### src/rtl/irq_dest_mask.sv
module irq_dest_mask #(
  parameter int N_UNITS = 8,
  parameter int SRC_W   = (N_UNITS > 1) ? $clog2(N_UNITS) : 1
) (
  input  logic                   clk,
  input  logic                   rst_n,
  input  logic                   req_valid,
  input  logic [7:0]             req_dest,
  input  logic                   req_logical,
  input  logic [1:0]             req_shorthand,
  input  logic [SRC_W-1:0]       req_src,
  input  logic                   req_lowpri,
  input  logic                   req_init_deassert,
  input  logic [N_UNITS-1:0]     unit_present,
  input  logic [8*N_UNITS-1:0]   unit_phys_id,
  input  logic [8*N_UNITS-1:0]   unit_log_dest,
  input  logic [4*N_UNITS-1:0]   unit_model,
  output logic                   out_valid,
  output logic [N_UNITS-1:0]     out_mask,
  output logic [N_UNITS-1:0]     out_pick,
  output logic [N_UNITS-1:0]     out_arb_load
);

  localparam logic [3:0] MODEL_FLAT    = 4'hF;
  localparam logic [3:0] MODEL_CLUSTER = 4'h0;
  localparam logic [7:0] DEST_ALL      = 8'hFF;

  logic [N_UNITS-1:0] phys_hit, log_hit, phys_first, self_bit;
  logic [N_UNITS-1:0] addr_mask, sel_mask, low_bit;

  for (genvar i = 0; i < N_UNITS; i++) begin : g_unit
    logic [7:0] pid, ldst;
    logic [3:0] mdl;
    logic       flat_hit, clus_hit;
    assign pid      = unit_phys_id[8*i +: 8];
    assign ldst     = unit_log_dest[8*i +: 8];
    assign mdl      = unit_model[4*i +: 4];
    assign flat_hit = (mdl == MODEL_FLAT) && |(req_dest & ldst);
    assign clus_hit = (mdl == MODEL_CLUSTER) && (req_dest[7:4] == ldst[7:4])
                      && |(req_dest[3:0] & ldst[3:0]);
    assign phys_hit[i] = unit_present[i] && (pid == req_dest);
    assign log_hit[i]  = unit_present[i] && (flat_hit || clus_hit);
    assign self_bit[i] = unit_present[i] && (req_src == SRC_W'(i));
  end

  assign phys_first = phys_hit & (~phys_hit + N_UNITS'(1));
  assign addr_mask  = req_logical ? log_hit :
                      (req_dest == DEST_ALL) ? unit_present : phys_first;

  always_comb begin
    unique case (req_shorthand)
      2'd0:    sel_mask = addr_mask;
      2'd1:    sel_mask = self_bit;
      2'd2:    sel_mask = unit_present;
      default: sel_mask = unit_present & ~self_bit;
    endcase
  end

  assign low_bit = sel_mask & (~sel_mask + N_UNITS'(1));

  always_ff @(posedge clk or negedge rst_n) begin
    if (!rst_n) begin
      out_valid    <= 1'b0;
      out_mask     <= '0;
      out_pick     <= '0;
      out_arb_load <= '0;
    end else begin
      out_valid    <= req_valid;
      out_mask     <= '0;
      out_pick     <= '0;
      out_arb_load <= '0;
      if (req_valid) begin
        if (req_init_deassert) begin
          out_arb_load <= sel_mask;
        end else begin
          out_mask <= sel_mask;
          out_pick <= req_lowpri ? low_bit : '0;
        end
      end
    end
  end

endmodule

### config.mk
export PLATFORM = sky130hd
export DESIGN_NAME = irq_dest_mask
export DESIGN_NICKNAME = d
export VERILOG_FILES = /design/src/rtl/irq_dest_mask.sv
export SDC_FILE = /design/constraint.sdc
export NUM_CORES = 1
export LEC_CHECK = 0
export BUFFER_PORTS_ARGS = -buffer_cell sky130_fd_sc_hd__buf_2
export CORE_MARGIN = 2
export CORE_UTILIZATION = 35
export CTS_BUF_LIST = sky130_fd_sc_hd__clkbuf_8
export DETAILED_ROUTE_END_ITERATION = 8
export GPL_ROUTABILITY_DRIVEN = 1
export GPL_TIMING_DRIVEN = 0
export PLACE_DENSITY = 0.76
export SETUP_SLACK_MARGIN = 0.5
export SLEW_MARGIN = 0
export SYNTH_ARGS = -nofsm -noshare
export SYNTH_HDL_FRONTEND = slang
export SYNTH_SLANG_ARGS = --single-unit
### constraint.sdc
create_clock -name clk -period 0.8 [get_ports clk]
set_input_delay 0 -clock clk [delete_from_list [all_inputs] [get_ports clk]]
set_output_delay 0 -clock clk [all_outputs]
set_load 0.005 [all_outputs]
# Word level (Yosys, flattened, before mapping)
# Cells that the tools add are included.
[word_totals]
out_inout_bits = 25
regBits = 25
wordCells = 154
input_bits = 187
[op_classes]
add_sub_neg = 2
bitwise_logic = 22
eq_ne = 34
muxes = 10
reduce_logical = 82
[ops]
columns = ["operator", "n"]
rows = [
  ["bitwise AND 8 bit", 11],
  ["two-way mux 8 bit", 9],
  ["equality test 8 bit", 8],
  ["OR reduction 8 bit", 8],
  ["logical AND 1 bit", 48],
  ["bitwise AND 4 bit", 8],
  ["equality test 4 bit", 8],
  ["equality test 4 bit (second input constant)", 8],
  ["logical NOT 4 bit", 8],
  ["OR reduction 4 bit", 8],
  ["inverter 8 bit", 3],
  ["one-hot mux 8 bit (3 select lines)", 1],
  ["adder 8 x 1 -> 8 bit (second input constant)", 2],
  ["equality test 3 bit (second input constant)", 4],
  ["equality test 8 bit (second input constant)", 1],
  ["logical OR 1 bit", 8],
  ["equality test 3 x 2 -> 1 bit (second input constant)", 2],
  ["equality test 3 x 1 -> 1 bit (second input constant)", 1],
  ["logical NOT 3 bit", 1],
  ["equality test 2 x 1 -> 1 bit (second input constant)", 1],
  ["equality test 2 bit (second input constant)", 1],
  ["logical NOT 2 bit", 1],
]

# Logic depth before layout (Yosys ltp)
# Gate-level depths: netlist (run 1).
[logic_depth]
depth_word = 14
depth_mapped = 9
depth_no_buf = 8

# Least setup slack after synthesis (run 1)
# No wires, ideal clock.
[synth_path]
kind = "in2reg"
start = "in req_dest[5]"
end = "reg out_pick[5]"
slack_ns = -1.177
arrival_ns = 1.857
n_path_buf = 0
t_required_ns = 0.680
path_stages = 8
setup_time_ns = 0.120
path_cell_list = "ha_1 -> or4_1 -> o2111ai_1 -> o211ai_1 -> a211o_1 -> and3b_1 -> and3_1 -> and3_1"
[synth_via]
elab_chain_len = 14
word_cells_on_any_way = 73
classes_between = "add/sub: 2; eq/ne: 13; mux: 6; bitwise: 10; reduce/logical: 42"
[synth_rtl]
columns = ["element", "line", "text"]
rows = [
  ["from (decl)", "8", "input logic [7:0] req_dest,"],
  ["equality test 8 bit", "41", "assign phys_hit[i] = unit_present[i] && (pid == req_dest);"],
  ["logical AND 1 bit", "41", ""],
  ["inverter 8 bit", "46", "assign phys_first = phys_hit & (~phys_hit + N_UNITS'(1));"],
  ["adder 8 x 1 -> 8 bit", "46", ""],
  ["bitwise AND 8 bit", "46", ""],
  ["two-way mux 8 bit", "48", "(req_dest == DEST_ALL) ? unit_present : phys_first;"],
  ["two-way mux 8 bit (*)", "47", "assign addr_mask = req_logical ? log_hit :"],
  ["one-hot mux 8 bit (3 select lines) (*)", "51", "unique case (req_shorthand)"],
  ["inverter 8 bit", "59", "assign low_bit = sel_mask & (~sel_mask + N_UNITS'(1));"],
  ["adder 8 x 1 -> 8 bit", "59", ""],
  ["bitwise AND 8 bit (*)", "59", ""],
  ["two-way mux 8 bit (*)", "77", "out_pick <= req_lowpri ? low_bit : '0;"],
  ["two-way mux 8 bit (*)", "73", "if (req_init_deassert) begin"],
  ["two-way mux 8 bit (*)", "72", "if (req_valid) begin"],
  ["to (signal assigned)", "77", ""],
  ["to (decl)", "20", "output logic [N_UNITS-1:0] out_pick,"],
]
# Every way passes the cells marked *; elsewhere a longest branch is shown, timed or not.

# Worst setup path after layout (run 1)
[layout_path]
start = "in req_dest[7]"
end = "reg out_pick[5]"
# The elaborated chain is that of the path after synthesis.

==> load_flow_metrics.sql, run 1 <==
INSERT INTO impl_metrics (metric_group, metric, value, unit) VALUES
('critical_path', 'cell_by_cell_trace_of_the_critical_path', 'buf_16 > ha_4 > or4_4 > o2111ai_4 > o211ai_1 > a211o_1 > and3b_2 > and3_1 > and3_1', ''),
('cells_and_area', 'drive_gt1_share', '57.7', '%'),
('clock_tree', 'cts.path.max_buffers', '2', ''),
('place', 'placed_cell_area', '0.00458', 'mm²'),
('pwr', 'power_report.internal_total', '2.78', 'mW'),
('critical_path', 'critical_path_class', 'primary input to flip-flop', ''),
('cells_and_area', 'area_used_by_multi_input_combinational_logic', '0.00292', 'mm²'),
('clock_tree', 'clk_pin_slew_worst_setup_hold_paths', '0.08', 'ns'),
('synth', 'netlist.area_leader.share', '19.9', '%'),
('cells_and_area', 'areaGrowthSynthToFinish', '67.5', '%'),
('worst_hold_path', 'min_path_type', 'primary input to asynchronous set/reset pin', ''),
('clock_tree', 'tritoncts.num_buffers', '3', ''),
('critical_path', 'critical_path.max_stage_delay', '0.55', 'ns'),
('drt', 'initialDrtViolationCount', '127', ''),
('sta', 'final.hold.worst_slack', '-0.307', 'ns'),
('drt', 'wl_per_cell', '16.9', 'µm'),
('cells_and_area', 'antenna-diode-count', '0', ''),
('sta', 'setup_viol_count_final', '24', ''),
('pwr', 'clock_power_share', '17.1', '%'),
('sta', 'worst_slew_margin_rel', '62.0', '%'),
('sta', 'post-route-min-period', '1.85', 'ns'),
('pwr', 'power_frac_comb', '52.0', '%'),
('die', 'die_width', '98.7', 'µm'),
('outcome', 'status', 'complete, but fails checks', ''),
('clock_tree', 'clock_root_buffer_master', 'sky130_fd_sc_hd__clkbuf_8', ''),
('critical_path', 'worst_ep_required_time', '0.97', 'ns'),
('drt', 'remaining_drc_errors', '0', ''),
('die', 'design.portCount', '212', ''),
('clock_tree', 'tritoncts', 'built', ''),
('global_routing', 'grt_start_max_net_pins', '26', ''),
('global_routing', 'grt_remaining_overflow', '0', ''),
('sta', 'worst-slew-pin-transition', '0.566', 'ns'),
('cells_and_area', 'utilization', '60.2', '%'),
('synth', 'synth_most_common_cell', 'sky130_fd_sc_hd__xnor2_1', ''),
('synth', 'synth_fp_nets', '566', ''),
('place', 'pre_cts_slack', '-1.85', 'ns'),
('drt', 'drt_pass1_iterations', '4', ''),
('critical_path', 'crit_path_top_delay_cell', 'sky130_fd_sc_hd__or4_4', ''),
('pwr', 'power.switching_fraction', '34.1', '%'),
('synth', 'yosys_warnings', '0', ''),
('cells_and_area', 'final.fill_count', '766', ''),
('synth', 'synth_area', '0.00314', 'mm²'),
('drt', 'routed_wirelength', '11600', 'µm'),
('global_routing', 'number_of_global_route_vias_before_repair', '3818', ''),
('pwr', 'power.ir.vdd_worst', '450', 'µV'),
('sta', 'timing_max_transition_violations_final', '0', ''),
('synth', 'synthDominantAreaCellType', 'sky130_fd_sc_hd__dfrtp_1', ''),
('cells_and_area', 'fin_area', '0.00525', 'mm²'),
('sta', 'fin_crit_sh', '231', '%'),
('clock_tree', 'cts_max_level', '1', ''),
('synth', 'synth_seq_area_share', '19.9', '%'),
('critical_path', 'setup.worst_path.start', 'req_dest[7]', ''),
('die', 'floorplan_row_count', '34', ''),
('place', 'routability_cong', '0.792', ''),
('sta', 'postLayoutSetupSlackWorst', '-1.05', 'ns'),
('place', 'place.detailed.hpwl', '9420', 'µm'),
('sta', 'setup_repair_after_global_routing_missed_its_margin', 'true', ''),
('synth', 'post_synthesis_mean_instance_area', '9.04', 'µm²'),
('critical_path', 'timing.critical_path.from_type', 'primary input', ''),
('synth', 'yosys.cell_types.count', '60', ''),
('sta', 'report.final.hold_viol_count', '26', ''),
('pwr', 'power.net_switching', '1.44', 'mW'),
('critical_path', 'cp_common_cell', 'sky130_fd_sc_hd__and3_1', ''),
('job', 'total_of_max_cap_violations', '0', ''),
('outcome', 'failed_checks', 'hold timing, setup timing', ''),
('synth', 'biggest_area_contributors_in_the_synthesized_netlist', 'sky130_fd_sc_hd__dfrtp_1, sky130_fd_sc_hd__xnor2_1, sky130_fd_sc_hd__ha_1', ''),
('critical_path', 'cp-end-kind', 'flip-flop', ''),
('die', 'core_area', '0.00872', 'mm²'),
('pwr', 'pwr-share-seq', '30.9', '%'),
('global_routing', 'antenna_found_initial', '0', ''),
('pwr', 'leakage', '2.35', 'nW');
==> logic make-up (layout without fill, tap and decap cells) <==
family / Yosys count / count (layout) / share of synthesized area (%)
XOR/XNOR: 71 / 71 / 21.7
adder cells (fa/ha/maj): 32 / 32 / 12.8
AND/OR/NAND/NOR: 137 / 137 / 26.0
AO/OA/AOI/OAI: 62 / 62 / 15.2
buffers and inverters: 20 / 252 / 4.39
flip-flops: 25 / 25 / 19.9
==> cells in the final DEF (no fill, tap or decap), types with 3 or more instances in the layout <==
master / count
sky130_fd_sc_hd__nand3_1: 3
sky130_fd_sc_hd__o21ai_2: 3
sky130_fd_sc_hd__xor2_4: 3
sky130_fd_sc_hd__nand4_1: 22
sky130_fd_sc_hd__a21oi_2: 5
sky130_fd_sc_hd__xor2_1: 17
sky130_fd_sc_hd__ha_4: 18
sky130_fd_sc_hd__buf_16: 4
sky130_fd_sc_hd__buf_6: 8
sky130_fd_sc_hd__buf_2: 201
sky130_fd_sc_hd__nor2_1: 12
sky130_fd_sc_hd__xnor2_2: 5
sky130_fd_sc_hd__buf_12: 5
sky130_fd_sc_hd__o21ai_0: 3
sky130_fd_sc_hd__buf_4: 19
sky130_fd_sc_hd__clkbuf_1: 4
sky130_fd_sc_hd__o21ai_1: 3
sky130_fd_sc_hd__dfrtp_1: 25
sky130_fd_sc_hd__nor4_1: 16
sky130_fd_sc_hd__nor2_2: 12
sky130_fd_sc_hd__or4_1: 7
sky130_fd_sc_hd__a21oi_1: 6
sky130_fd_sc_hd__ha_1: 14
sky130_fd_sc_hd__nor4_2: 4
sky130_fd_sc_hd__xor2_2: 5
sky130_fd_sc_hd__and3_1: 3
sky130_fd_sc_hd__nor3_1: 8
sky130_fd_sc_hd__a22oi_1: 14
sky130_fd_sc_hd__or4_4: 5
sky130_fd_sc_hd__buf_8: 3
sky130_fd_sc_hd__xnor2_1: 41
sky130_fd_sc_hd__o211ai_1: 4
sky130_fd_sc_hd__nand2_1: 14
sky130_fd_sc_hd__clkbuf_8: 3
==> critical path: cells and delay by family <==
kind | cells | cell delay, ns
AND/OR/NAND/NOR | 4 | 1.09
AO/OA/AOI/OAI | 3 | 0.59
adder cells (fa/ha/maj) | 1 | 0.21
buffers and inverters | 1 | 0.13
==> final timing paths <==
path | to | slack [ns] | depth (start not counted)
worst max-delay path | out_pick[5] | -1.05 | 9
worst min-delay path | out_mask[6] | -0.31 | 1
max in group asynchronous | out_pick[6] | 0.76 | 1
min in group clk | out_valid | -0.11 | 1
==> routing by layer <==
layer | global-route usage (%) | vias to the layer above | share of wire (%)
met2 | 44.0 | 161 | 53
met3 | 2.77 | 19 | 5.7
met1 | 27.5 | 1720 | 39
met4 | 6.64 | 0 | 1.8
met5 | 0 | - | 0
li1 | - | 1784 | -
==> power by group through the flow <==
stage	logic, mW	registers [mW]	clock network (mW)
floorplan	0.962	1.34	0
global placement	1.78	1.33	0
detailed placement	1.86	1.33	0
CTS	2.08	1.30	0.725
global route	2.41	1.31	0.763
finish	2.19	1.30	0.719
==> stage by stage <==
stage,hold WS [ns],TNS [ns],power [mW],instances
after floorplan,-0.296,-17.46,2.30,347
after global placement,-0.00431,-32.93,3.11,659
after detailed placement,0.00273,-33.81,3.19,659
after CTS,-0.292,-19.44,4.11,678
after global routing,-0.253,-21.80,4.48,687
final,-0.307,-20.22,4.21,687
==> flip-flops by register name, indices dropped and copies added (netlist names) <==
name,cells
out_arb_load,8
out_mask,8
out_pick,8
out_valid,1
==> what timing repair did <==
action,CTS,global route
gates resized for setup,56,33
pin swaps,38,21
endpoints found under the hold margin,26,26
cloned,1,0
buffers inserted,14,9
endpoints found under the setup margin,49,49
==> final cells by class <==
class                   count  area share (%)
multi-input cells         302            55.6
clock buffers               3           0.786
well taps                 108            2.57
flip-flops and latches     25            11.9
plain buffers              19            3.62
repair buffers            228            25.4
clock inverters             1          0.0714
inverters                   1          0.0714
No activity file was read; power rests on OpenSTA's default activity.
==> run 2, diff against run 1 <==
Settings changed: CORE_UTILIZATION 35 to 44, PLACE_DENSITY 0.76 to 0.91.
==> run 2 against run 1 <==
The run still ends with hold timing, setup timing left. Combinational power is 21% higher. Utilization is 21 points higher. Flip-flop and latch count stayed put. Wire length is 37% higher. Hold slack better by 0.011 ns. Total power is 11% higher. Via count is 18% higher. Cell count is 0.44% lower. Clock power is 3.2% lower. Non-clock buffer count is 7 higher. Global-route usage is 8.7 points higher. Die area is 20% lower. Largest cell class unchanged. Largest power group unchanged. Highest routed layer unchanged.
==> load_flow_metrics.sql, run 2 (synthesis results as in run 1) <==
INSERT INTO impl_metrics (metric_group, metric, value, unit) VALUES
('outcome', 'status', 'complete, but fails checks', ''),
('outcome', 'failed_checks', 'hold timing, setup timing', ''),
('sta', 'post-route-min-period', '2.10', 'ns'),
('die', 'design.portCount', '212', ''),
('clock_tree', 'cts.path.max_buffers', '2', ''),
('global_routing', 'antenna_found_initial', '1', ''),
('drt', 'routed_wirelength', '16000', 'µm'),
('sta', 'worst_slew_margin_rel', '54.0', '%'),
('cells_and_area', 'layout.cells.non_filler', '684', ''),
('place', 'placed_cell_area', '0.00457', 'mm²'),
('sta', 'fin_crit_sh', '263', '%'),
('drt', 'postRouteAntennaNets', '0', ''),
('global_routing', 'grt_use_total', '32.0', '%'),
('cells_and_area', 'areaGrowthSynthToFinish', '77.4', '%'),
('clock_tree', 'clock_root_buffer_master', 'sky130_fd_sc_hd__clkbuf_8', ''),
('critical_path', 'cell_by_cell_trace_of_the_critical_path', 'buf_12 > buf_12 > xnor2_1 > nand4_1 > nor3_1 > nor4b_1 > a211oi_4 > buf_12 > nand4_1 > nor3_1', ''),
('place', 'place.port_buffers', '204', ''),
('place', 'routability_cong', '0.900', ''),
('critical_path', 'cp-end-kind', 'flip-flop', ''),
('sta', 'postLayoutSetupSlackWorst', '-1.30', 'ns'),
('pwr', 'totalPowerFinal', '4.66', 'mW'),
('sta', 'setup_tns', '-23.66', 'ns'),
('place', 'placed_cells_incl_taps', '647', ''),
('global_routing', 'grt_remaining_overflow', '0', ''),
('sta', 'worst-slew-pin-transition', '0.680', 'ns'),
('clock_tree', 'clk_pin_slew_worst_setup_hold_paths', '0.08', 'ns'),
('cells_and_area', 'mostFrequentLayoutCell', 'sky130_fd_sc_hd__buf_2', ''),
('worst_hold_path', 'min_path_type', 'primary input to asynchronous set/reset pin', ''),
('die', 'core_area', '0.00683', 'mm²'),
('pwr', 'leakage', '2.43', 'nW'),
('clock_tree', 'tritoncts', 'built', ''),
('drt', 'wl_per_cell', '23.3', 'µm'),
('drt', 'remaining_drc_errors', '0', ''),
('pwr', 'power.ir.vdd_worst', '568', 'µV'),
('clock_tree', 'tritoncts.num_buffers', '3', ''),
('critical_path', 'worst-endpoint-arrival', '2.24', 'ns'),
('critical_path', 'worst_ep_required_time', '0.94', 'ns'),
('global_routing', 'grt_first_pass_wirelength', '19300', 'µm'),
('pwr', 'pwr_cell_area', '837', 'mW/mm²'),
('sta', 'final.hold.worst_slack', '-0.295', 'ns'),
('drt', 'drt-vias-per-instance', '6.37', ''),
('die', 'start_util', '45.9', '%'),
('drt', 'route.top_layer_used', 'met4', ''),
('critical_path', 'critical_path_class', 'primary input to flip-flop', ''),
('clock_tree', 'cts_num_sinks', '25', ''),
('drt', 'met3RoutedLength', '1490', 'µm'),
('global_routing', 'grt_start_max_net_pins', '26', ''),
('die', 'die_width', '88.4', 'µm'),
('cells_and_area', 'most-common-layout-cells', 'sky130_fd_sc_hd__buf_2, sky130_fd_sc_hd__xnor2_1, sky130_fd_sc_hd__dfrtp_1', ''),
('sta', 'fmax', '475', 'MHz'),
('die', 'design.die.area', '0.00782', 'mm²'),
('job', 'total_of_max_cap_violations', '0', ''),
('clock_tree', 'cts_max_level', '1', ''),
('drt', 'drt_pass1_iterations', '5', ''),
('sta', 'setup_viol_count_final', '24', ''),
('drt', 'drt-met1-wl', '4920', 'µm'),
('critical_path', 'timing.critical_path.from_type', 'primary input', ''),
('critical_path', 'critical_path_peak_fanout', '9', ''),
('global_routing', 'number_of_global_route_vias_before_repair', '4176', ''),
('critical_path', 'critical_path.max_stage_delay', '0.63', 'ns'),
('drt', 'routed-wl-met2', '7790', 'µm'),
('sta', 'timing_max_transition_violations_final', '0', ''),
('die', 'floorplan_row_count', '30', ''),
('sta', 'report.final.hold_viol_count', '26', ''),
('drt', 'initialDrtViolationCount', '298', ''),
('cells_and_area', 'drive_gt1_share', '60.2', '%'),
('die', 'dieHeight', '88.4', 'µm'),
('cells_and_area', 'registers_with_the_most_flip_flops', 'out_arb_load (8), out_mask (8), out_pick (8)', ''),
('cells_and_area', 'fin_area', '0.00556', 'mm²'),
('critical_path', 'crit_path_top_delay_cell', 'sky130_fd_sc_hd__nor4b_1', ''),
('critical_path', 'cp_common_cell', 'sky130_fd_sc_hd__buf_12', ''),
('drt', 'vias', '4358', ''),
('sta', 'setup_repair_after_global_routing_missed_its_margin', 'true', ''),
('cells_and_area', 'utilization', '81.4', '%'),
('cells_and_area', 'fin_nets', '806', ''),
('place', 'place.detailed.hpwl', '9630', 'µm'),
('place', 'pre_cts_slack', '-1.80', 'ns');
==> run 2: cell types whose count changed in the layout (fill, tap and decap cells not counted), moves of 3 or more <==
cell and delta:
sky130_fd_sc_hd__nor2_2 -8, sky130_fd_sc_hd__nor2_4 +8, sky130_fd_sc_hd__buf_6 +7, sky130_fd_sc_hd__nor4_1 -5, sky130_fd_sc_hd__xnor2_1 -4, sky130_fd_sc_hd__ha_1 -3, sky130_fd_sc_hd__ha_4 +3, sky130_fd_sc_hd__nor4_4 +3
==> run 2: critical path, delay by kind of cell <==
kind | cells | cell delay [ns]
XOR/XNOR | 1 | 0.19
AO/OA/AOI/OAI | 1 | 0.16
AND/OR/NAND/NOR | 5 | 1.44
buffers and inverters | 3 | 0.45
==> run 2: final cells by class <==
type	instances	area (µm²)
clock buffer	3	41.3
timing repair buffer	235	1420
antenna	2	5.00
fill	398	1270
clock inverter	1	3.75
tap	96	120
inverter	1	3.75
multi-input combinational	302	3160
sequential	25	626
buffer	19	189
==> run 2: how the worst max path moves through the flow <==
stage	start	to	slack (ns)	cells after the start
4_1_cts	req_dest[5]	out_pick[5]	-1.08	9
6_report	req_dest[5]	out_pick[6]	-1.30	10
2_1_floorplan	req_dest[6]	out_pick[5]	-1.15	8
3_5_place_dp	req_dest[6]	out_pick[5]	-1.80	9
5_1_grt	req_dest[5]	out_pick[6]	-1.28	10
3_3_place_gp	req_dest[6]	out_pick[5]	-1.77	9
==> run 2: what timing repair did <==
item	CTS	global route
setup buffers	22	9
resized for setup	66	59
setup endpoints to repair	49	49
pin swaps	32	20
hold endpoints to repair	26	26
==> run 2: layer usage <==
| layer | global-route usage (%) | vias to the layer above |
|---|---|---|
| met5 | 0 | - |
| met4 | 18.3 | 0 |
| met3 | 5.41 | 170 |
| met2 | 60.3 | 406 |
| met1 | 33.1 | 1987 |
| li1 | - | 1795 |
==> run 2: where the power goes <==
group	internal [mW]	switching, mW
sequential	1.30	0.00727
clock	0.343	0.353
combinational	1.30	1.36
==> run 3, diff against run 2 <==
Clock period 0.8 ns to 2.3 ns, I/O delays scaled along.
==> run 3 against run 2 <==
The flow now finishes without violations. Critical path type unchanged. Flip-flop and latch count is the same. Clock-buffer cell count unchanged. Die area did not move.
==> load_flow_metrics.sql, run 3 (synthesis results as in run 1) <==
INSERT INTO impl_metrics (metric_group, metric, value, unit) VALUES
('critical_path', 'setup.worst_path.start', 'req_dest[5]', ''),
('cells_and_area', 'drive_gt1_share', '51.7', '%'),
('die', 'start_util', '45.9', '%'),
('global_routing', 'grt_use_total', '29.4', '%'),
('worst_hold_path', 'min_path_type', 'primary input to flip-flop', ''),
('cells_and_area', 'fin_nets', '796', ''),
('clock_tree', 'cts.path.max_buffers', '2', ''),
('sta', 'setup_tns', '0', 'ns'),
('critical_path', 'worst_ep_required_time', '2.46', 'ns'),
('sta', 'worst_slew_margin_rel', '66.0', '%'),
('cells_and_area', 'areaGrowthSynthToFinish', '58.1', '%'),
('sta', 'post-route-min-period', '1.81', 'ns'),
('place', 'routability_cong', '0.911', ''),
('cells_and_area', 'registers_with_the_most_flip_flops', 'out_arb_load (8), out_mask (8), out_pick (8)', ''),
('die', 'design.die.area', '0.00782', 'mm²'),
('sta', 'worst-slew-pin-transition', '0.502', 'ns'),
('global_routing', 'grt_first_pass_wirelength', '17700', 'µm'),
('drt', 'wl_per_cell', '18.8', 'µm'),
('pwr', 'pwr_cell_area', '294', 'mW/mm²'),
('pwr', 'power_frac_comb', '51.4', '%'),
('worst_hold_path', 'hold_path_cells', '2', ''),
('die', 'core_area', '0.00683', 'mm²'),
('sta', 'fmax', '552', 'MHz'),
('pwr', 'power_report.internal_total', '0.954', 'mW'),
('drt', 'routed_wirelength', '12600', 'µm'),
('global_routing', 'grt_remaining_overflow', '0', ''),
('global_routing', 'grt_start_max_net_pins', '26', ''),
('clock_tree', 'cts_num_sinks', '25', ''),
('pwr', 'power.switching_fraction', '34.5', '%'),
('drt', 'vias', '3925', ''),
('cells_and_area', 'antenna-diode-count', '0', ''),
('sta', 'setup_repair_after_global_routing_missed_its_margin', 'true', ''),
('sta', 'timing_max_transition_violations_final', '0', ''),
('global_routing', 'number_of_global_route_vias_before_repair', '3854', ''),
('sta', 'fin_crit_sh', '78.8', '%'),
('die', 'floorplan_row_count', '30', ''),
('clock_tree', 'tritoncts.num_buffers', '3', ''),
('pwr', 'clock_power_share', '17.4', '%'),
('critical_path', 'worst-endpoint-arrival', '1.98', 'ns'),
('worst_hold_path', 'hold_path_end', 'out_arb_load[5]', ''),
('critical_path', 'cp-end-kind', 'flip-flop', ''),
('drt', 'drt-vias-per-instance', '5.84', ''),
('clock_tree', 'clock_root_buffer_master', 'sky130_fd_sc_hd__clkbuf_8', ''),
('clock_tree', 'cts_max_level', '1', ''),
('job', 'total_of_max_cap_violations', '0', ''),
('place', 'pre_cts_slack', '-0.109', 'ns'),
('critical_path', 'critical_path_class', 'primary input to flip-flop', ''),
('critical_path', 'critical_path.max_stage_delay', '0.51', 'ns'),
('sta', 'postLayoutSetupSlackWorst', '0.487', 'ns'),
('drt', 'initialDrtViolationCount', '362', ''),
('drt', 'postRouteAntennaNets', '0', ''),
('cells_and_area', 'most-common-layout-cells', 'sky130_fd_sc_hd__buf_2, sky130_fd_sc_hd__xnor2_1, sky130_fd_sc_hd__dfrtp_1', ''),
('worst_hold_path', 'min_from', 'req_init_deassert', ''),
('clock_tree', 'tritoncts', 'built', ''),
('critical_path', 'critical_path_peak_fanout', '9', ''),
('drt', 'drt_pass1_iterations', '7', ''),
('critical_path', 'cp_common_cell', 'sky130_fd_sc_hd__and3_1', ''),
('pwr', 'power.ir.vdd_worst', '206', 'µV'),
('drt', 'remaining_drc_errors', '0', ''),
('pwr', 'power.net_switching', '0.503', 'mW'),
('pwr', 'pwr-share-seq', '31.1', '%'),
('pwr', 'leakage', '2.28', 'nW'),
('sta', 'setup_viol_count_final', '0', ''),
('critical_path', 'crit_family', 'simple AND/OR/NAND/NOR gates', ''),
('place', 'place.port_buffers', '204', ''),
('clock_tree', 'clk_pin_slew_worst_setup_hold_paths', '0.08', 'ns'),
('die', 'dieHeight', '88.4', 'µm'),
('outcome', 'status', 'completed', ''),
('critical_path', 'timing.critical_path.from_type', 'primary input', ''),
('sta', 'report.final.hold_viol_count', '0', ''),
('die', 'die_width', '88.4', 'µm'),
('critical_path', 'buffers_inverters_on_critical_path', '3', ''),
('critical_path', 'cell_by_cell_trace_of_the_critical_path', 'buf_6 > buf_8 > xnor2_1 > nand4_1 > or4_1 > o31ai_2 > a32oi_2 > buf_4 > and3_1 > and3_1', ''),
('critical_path', 'crit_path_top_delay_cell', 'sky130_fd_sc_hd__or4_1', ''),
('global_routing', 'antenna_found_initial', '0', ''),
('die', 'design.portCount', '212', ''),
('place', 'place.detailed.hpwl', '9330', 'µm'),
('cells_and_area', 'mostFrequentLayoutCell', 'sky130_fd_sc_hd__buf_2', '');
run 3: changes by cell type in the layout (fill, tap and decap cells not counted), moves of 3 or more:
cell,previous run,this run
sky130_fd_sc_hd__dlygate4sd3_1,0,3
sky130_fd_sc_hd__buf_4,18,15
sky130_fd_sc_hd__ha_1,11,22
sky130_fd_sc_hd__buf_16,3,0
sky130_fd_sc_hd__xnor2_2,7,0
sky130_fd_sc_hd__buf_6,15,9
sky130_fd_sc_hd__nor2_4,10,1
sky130_fd_sc_hd__ha_4,21,10
sky130_fd_sc_hd__nor2_1,12,24
sky130_fd_sc_hd__xnor2_1,37,46
sky130_fd_sc_hd__nor2_2,4,1
run 3: repair_timing:
action / CTS / global route
pin swaps: 19 / 29
resized for setup: 29 / 41
endpoints found under the setup margin: 11 / 8
hold buffers: 3 / 0
hold endpoints to repair: 28 / 0
gates cloned: 2 / 0
setup buffers: 3 / 13
run 3: worst max-delay path by stage:
stage	to	cells past startpoint
5_1_grt	out_pick[7]	9
4_1_cts	out_pick[5]	9
2_1_floorplan	out_pick[5]	8
6_report	out_pick[5]	10
3_3_place_gp	out_pick[5]	9
3_5_place_dp	out_pick[5]	9
run 3: metal layers:
layer	GRT usage [%]	up-vias	share of wire, %
li1	-	1767	-
met1	30.1	1862	35
met2	57.6	238	54
met3	5.22	58	7.6
met4	12.7	0	3.7
met5	0	-	0
run 3: metrics by stage:
| step | instance area [µm²] | instances | power (mW) | hold slack (ns) | utilization [%] |
|---|---|---|---|---|---|
| 2_1_floorplan | 3170 | 347 | 0.776 | -0.296 | - |
| 3_3_place_gp | 4320 | 647 | 1.04 | -0.0131 | 63.2 |
| 3_5_place_dp | 4320 | 647 | 1.07 | -0.00748 | 63.2 |
| 4_1_cts | 4610 | 659 | 1.37 | 0.0113 | 67.5 |
| 5_1_grt | 4960 | 672 | 1.54 | 0.0162 | 72.6 |
| 6_report | 4960 | 672 | 1.46 | 0.0153 | 72.6 |
run 3: final cells by class:
type | count | area, µm²
multi-input cells | 302 | 2700
fillers | 483 | 1870
repair buffers | 225 | 1310
flip-flops and latches | 25 | 626
plain buffers | 19 | 155
well taps | 96 | 120
clock buffers | 3 | 41.3
clock inverters | 1 | 7.51
inverters | 1 | 3.75
run 3: power by group through the flow:
stage	combinational (mW)	sequential [mW]	clock (mW)
3_3_place_gp	0.573	0.462	0
3_5_place_dp	0.602	0.463	0
5_1_grt	0.803	0.455	0.278
4_1_cts	0.655	0.454	0.261
2_1_floorplan	0.311	0.465	0
6_report	0.750	0.454	0.254
